==> src/rtl/isu_pkg.sv <==
package isu_pkg;
  localparam int unsigned NSRC        = 2;
  localparam int unsigned SRC_DEV     = 0;
  localparam int unsigned SRC_ERR     = 1;
  localparam int unsigned WOFS_ERR_LO = 0;
  localparam int unsigned WOFS_ERR_HI = 1;
  localparam int unsigned WOFS_STAT   = 3;
  localparam int unsigned WOFS_SET    = 5;
  localparam int unsigned WOFS_CLR    = 7;

  typedef enum logic [1:0] {
    RSEL_NONE,
    RSEL_ERR_LO,
    RSEL_ERR_HI,
    RSEL_STAT
  } rsel_e;
endpackage

==> src/rtl/isu_decode.sv <==
module isu_decode
  import isu_pkg::*;
#(
  parameter int unsigned ADDR_W = 4,
  parameter int unsigned DATA_W = 32
) (
  input  logic              wr_en,
  input  logic [ADDR_W-1:0] addr,
  input  logic [DATA_W-1:0] wdata,
  output logic [NSRC-1:0]   set_mask,
  output logic [NSRC-1:0]   clr_mask,
  output rsel_e             rsel
);
  localparam logic [ADDR_W-1:0] A_LO   = ADDR_W'(WOFS_ERR_LO);
  localparam logic [ADDR_W-1:0] A_HI   = ADDR_W'(WOFS_ERR_HI);
  localparam logic [ADDR_W-1:0] A_STAT = ADDR_W'(WOFS_STAT);
  localparam logic [ADDR_W-1:0] A_SET  = ADDR_W'(WOFS_SET);
  localparam logic [ADDR_W-1:0] A_CLR  = ADDR_W'(WOFS_CLR);

  always_comb begin
    set_mask = '0;
    clr_mask = '0;
    if (wr_en && addr == A_SET) set_mask = wdata[NSRC-1:0];
    if (wr_en && addr == A_CLR) clr_mask = wdata[NSRC-1:0];
  end

  always_comb begin
    unique case (addr)
      A_LO:    rsel = RSEL_ERR_LO;
      A_HI:    rsel = RSEL_ERR_HI;
      A_STAT:  rsel = RSEL_STAT;
      default: rsel = RSEL_NONE;
    endcase
  end
endmodule

==> src/rtl/isu_bit.sv <==
module isu_bit (
  input  logic clk,
  input  logic rst,
  input  logic evt,
  input  logic set,
  input  logic clr,
  output logic q
);
  always_ff @(posedge clk) begin
    if (rst)            q <= 1'b0;
    else if (evt | set) q <= 1'b1;
    else if (clr)       q <= 1'b0;
  end


  set_load_chk: assert property (@(posedge clk) disable iff (rst) set |=> q);

  evt_wins_chk: assert property (@(posedge clk) disable iff (rst) (evt && clr) |=> q);

  pend_hold_chk: assert property (@(posedge clk) disable iff (rst) (q && !clr) |=> q);

  clr_drop_chk: assert property (@(posedge clk) disable iff (rst) (clr && !evt && !set) |=> !q);
endmodule

==> src/rtl/isu_errcap.sv <==
module isu_errcap #(
  parameter int unsigned EADDR_W = 64
) (
  input  logic               clk,
  input  logic               rst,
  input  logic               err_evt,
  input  logic               err_pend,
  input  logic [EADDR_W-1:0] addr_in,
  output logic [EADDR_W-1:0] addr_q
);
  logic take;
  assign take = err_evt & ~err_pend;

  always_ff @(posedge clk) begin
    if (rst)       addr_q <= '0;
    else if (take) addr_q <= addr_in;
  end


  cap_hold_chk: assert property (@(posedge clk) disable iff (rst)
    err_pend |=> $stable(addr_q));

  cap_first_chk: assert property (@(posedge clk) disable iff (rst)
    (err_evt && !err_pend) |=> (addr_q == $past(addr_in)));
endmodule

==> src/rtl/irq_status_unit.sv <==
module irq_status_unit
  import isu_pkg::*;
#(
  parameter int unsigned ADDR_W = 4,
  parameter int unsigned DATA_W = 32
) (
  input  logic                clk,
  input  logic                rst,
  input  logic                wr_en,
  input  logic [ADDR_W-1:0]   addr,
  input  logic [DATA_W-1:0]   wdata,
  output logic [DATA_W-1:0]   rdata,
  input  logic                dev_evt,
  input  logic                err_evt,
  input  logic [2*DATA_W-1:0] err_addr,
  output logic                irq_out
);
  localparam int unsigned EADDR_W = 2 * DATA_W;

  logic [NSRC-1:0]    set_mask, clr_mask, evt_vec, pend;
  logic [EADDR_W-1:0] cap_addr;
  rsel_e              rsel;

  assign evt_vec[SRC_DEV] = dev_evt;
  assign evt_vec[SRC_ERR] = err_evt;

  isu_decode #(.ADDR_W(ADDR_W), .DATA_W(DATA_W)) u_decode (
    .wr_en(wr_en), .addr(addr), .wdata(wdata),
    .set_mask(set_mask), .clr_mask(clr_mask), .rsel(rsel)
  );

  for (genvar g = 0; g < NSRC; g++) begin : g_src
    isu_bit u_bit (
      .clk(clk), .rst(rst), .evt(evt_vec[g]),
      .set(set_mask[g]), .clr(clr_mask[g]), .q(pend[g])
    );
  end

  isu_errcap #(.EADDR_W(EADDR_W)) u_errcap (
    .clk(clk), .rst(rst), .err_evt(err_evt), .err_pend(pend[SRC_ERR]),
    .addr_in(err_addr), .addr_q(cap_addr)
  );

  always_ff @(posedge clk) begin
    if (rst) begin
      rdata   <= '0;
      irq_out <= 1'b0;
    end else begin
      irq_out <= |pend;
      unique case (rsel)
        RSEL_ERR_LO: rdata <= cap_addr[DATA_W-1:0];
        RSEL_ERR_HI: rdata <= cap_addr[EADDR_W-1:DATA_W];
        RSEL_STAT:   rdata <= DATA_W'(pend);
        default:     rdata <= '0;
      endcase
    end
  end


  irq_rise_chk: assert property (@(posedge clk) disable iff (rst) (|pend) |=> irq_out);

  irq_fall_chk: assert property (@(posedge clk) disable iff (rst) !(|pend) |=> !irq_out);

  stat_upper_chk: assert property (@(posedge clk) disable iff (rst)
    (rsel == RSEL_STAT) |=> (rdata[DATA_W-1:NSRC] == '0));
endmodule

==> config.mk <==
export PLATFORM = sky130hd
export DESIGN_NAME = irq_status_unit
export DESIGN_NICKNAME = d
export VERILOG_FILES = /design/src/rtl/isu_pkg.sv /design/src/rtl/isu_decode.sv /design/src/rtl/isu_bit.sv /design/src/rtl/isu_errcap.sv /design/src/rtl/irq_status_unit.sv
export SDC_FILE = /design/constraint.sdc
export NUM_CORES = 1
export LEC_CHECK = 0
export ABC_AREA = 1
export BUFFER_PORTS_ARGS = -buffer_cell sky130_fd_sc_hd__buf_2
export CORE_MARGIN = 8
export CORE_UTILIZATION = 44
export DETAILED_ROUTE_END_ITERATION = 8
export PLACE_DENSITY = 0.76
export SYNTH_ARGS = -nofsm -noshare
export SYNTH_HDL_FRONTEND = slang
export SYNTH_SLANG_ARGS = --single-unit
==> constraint.sdc <==
create_clock -name clk -period 1 [get_ports clk]
set_input_delay 0.2 -clock clk [delete_from_list [all_inputs] [get_ports clk]]
set_output_delay 0.2 -clock clk [all_outputs]
set_load 0.02 [all_outputs]
==> impl_metrics.toml <==
[critical_path]
worstSetupPathDepth = 1
cp_top_family = "flip-flops"
cp-end-kind = "output pin"
cpPeakStageDelay_ns = 0.36
arrival_ns = 0.83
critPathKind = "reg2out"
r2r_cells = 6
cp_num_buf_inv = 1
timing.rr.start = "g_src[1].u_bit.q"
reg2reg_to = "u_errcap.addr_q[7]"
cp_slowest_cell = "dfxtp_2"
ff2ff_setup_slack_ns = 0.01
start_kind = "flop"
crit_chain = "buf_6"
worst-path-max-fanout = 1
cp.required_ns = 0.80

[route]
ant_nets = 0
dr_total_vias = 3323
drc = 0
totalWireLength_um = 10100
wire_per_inst_um = 15.1
first_pass_iters = 4
vias_per_cell = 4.99
drt_iter0_drc = 152

[sta]
tightestPinTransition_ns = 0.326
timing.final.crit_share_pct = 103
setup_tns_ns = -0.175
setup_viol = 26
fmax_mhz = 973
slew_violations = 0
worst_slack_ns = -0.0282
finalClockSkew_ns = 0.00715
min_period_ns = 1.03
holdWs_ns = 0.0715
rsz0062_at_grt = "true"
hold_violations = 0
slew_headroom_pct = 78.2

[global_route]
gr-total-overflow = 0
antenna_found_initial = 0
grt_pass1_vias = 3383
grt_pass1_wl_um = 15600
grt_util_all_layers_pct = 16.6
grt_start_max_net_pins = 40

[final_layout]
final_cell_mix = "124 x nor2_1, 74 x buf_2, 65 x dfxtp_1, 42 x o21ai_1, 40 x nand2_1"
stdcell_area_mm2 = 0.00503
nNetsFinal = 661
drive_gt1_share_pct = 42.4
final_util_pct = 61.9
area_growth_pct = 37.1
antenna-diode-count = 0
final_common_cell = "nor2_1"

[cts]
cts_tree = "done"
cts_buffers = 9
root_buffer = "clkbuf_8"
clk_latency_ns = 0.35
htreeDepth = 3
post_cts_buffers = 0
clk_pin_slew_ns = 0.09
clockBufferDepth = 2
clock-sinks = 99

[yosys]
ys_ff_latch = 99
synthCells = 452
syn_area_mm2 = 0.00367
syn_nets = 557
seq_area_frac_synth_pct = 54.0
yosys_warnings = 0
syn_avg_cell_area_um2 = 8.12
yosysUniqueCellTypes = 17

[floorplanning]
rows = 33
dieArea_mm2 = 0.0115
io_pins = 138
die_width_um = 107
start_util_pct = 45.1
die_h_um = 107
core_mm2 = 0.00813

[power]
power_density_mw_per_mm2 = 1580
p_leak_nw = 2.09
ir_drop_mv = 0.616

[status]
violations = "setup timing"
status = "finished with violations"

[place]
post-place-ws_ns = -0.115
postPlaceCellArea_mm2 = 0.00435
post-dp-hpwl_um = 6430
gp_congestion = 0.765
io_buffers = 107

[run]
max_cap_viol_count = 0

[worst_hold_path]
min_delay_path_depth = 3
hold_class = "in2reg"
hold_start = "err_addr[57]"
holdPathEnd = "u_errcap.addr_q[57]"
## state kept, by name, indices dropped and copies added (netlist names)
register,count
g_src.u_bit.q,2
u_errcap.addr_q,64
irq_out,1
rdata,32
## power by group
part	total (W)	internal [W]	leakage, nW	switching (W)
Clock	0.00259	0.00123	0.0987	0.00137
Sequential	0.00429	0.00417	0.830	0.000120
Combinational	0.00108	0.000481	1.17	0.000602
## worst max path at each step
stage | from | endpoint
after floorplan | g_src[1].u_bit.q | u_errcap.addr_q[10]
after global placement | addr[3] | rdata[22]
after detailed placement | addr[3] | rdata[28]
after CTS | rdata[20] | rdata[20]
after global routing | rdata[20] | rdata[20]
final | rdata[20] | rdata[20]
## synthesized netlist by cell type
master | number | share of area [%]
nor2_1 | 133 | 14
dfxtp_1 | 99 | 54
o21ai_1 | 64 | 8.7
nand2_1 | 41 | 4.2
nand3_1 | 35 | 4.8
a21oi_2 | 21 | 5.0
buf_2 | 19 | 2.6
a21oi_1 | 13 | 1.8
buf_4 | 8 | 1.6
inv_1 | 4 | 0.41
inv_2 | 4 | 0.41
buf_8 | 3 | 1.2
clkbuf_1 | 3 | 0.31
nand2_2 | 2 | 0.34
nor2_2 | 1 | 0.17
nor2_4 | 1 | 0.31
nor2_8 | 1 | 0.55
## metal layers
layer / wire (um) / track usage (%) / vias up
met2: 4960 / 27.9 / 78
met4: 242 / 9.02 / 0
met3: 493 / 3.77 / 19
li1: - / - / 1679
met5: 0 / 0 / -
met1: 4380 / 19.0 / 1547
## logic make-up after synthesis
group / after synthesis / synth area share, %
compound gates: 98 / 15.5
buf+inv: 41 / 6.58
simple gates: 214 / 23.9
flops: 99 / 54.0
## metrics by stage
step,power [W],std cells
2_1_floorplan,0.00491,452
3_3_place_gp,0.00525,646
3_5_place_dp,0.00528,646
4_1_cts,0.00786,662
5_1_grt,0.00830,666
6_report,0.00797,666
## cell type report
| cell class | instances | area [um2] |
|---|---|---|
| clock buffers | 10 | 138 |
| inverters | 8 | 40.0 |
| repair buffers | 126 | 1070 |
| well taps | 105 | 131 |
| multi-input cells | 312 | 1570 |
| flip-flops and latches | 99 | 2020 |
| clock inverters | 6 | 63.8 |
| fillers | 663 | 3100 |
## timing repair
action / 4_1_cts / 5_1_grt
resized for setup: 104 / 33
gates cloned: 0 / 4
pin swaps: 0 / 0
setup endpoints to repair: 96 / 79
hold buffers: 0 / 0
Note: power is estimated with default switching activity, not from simulation.
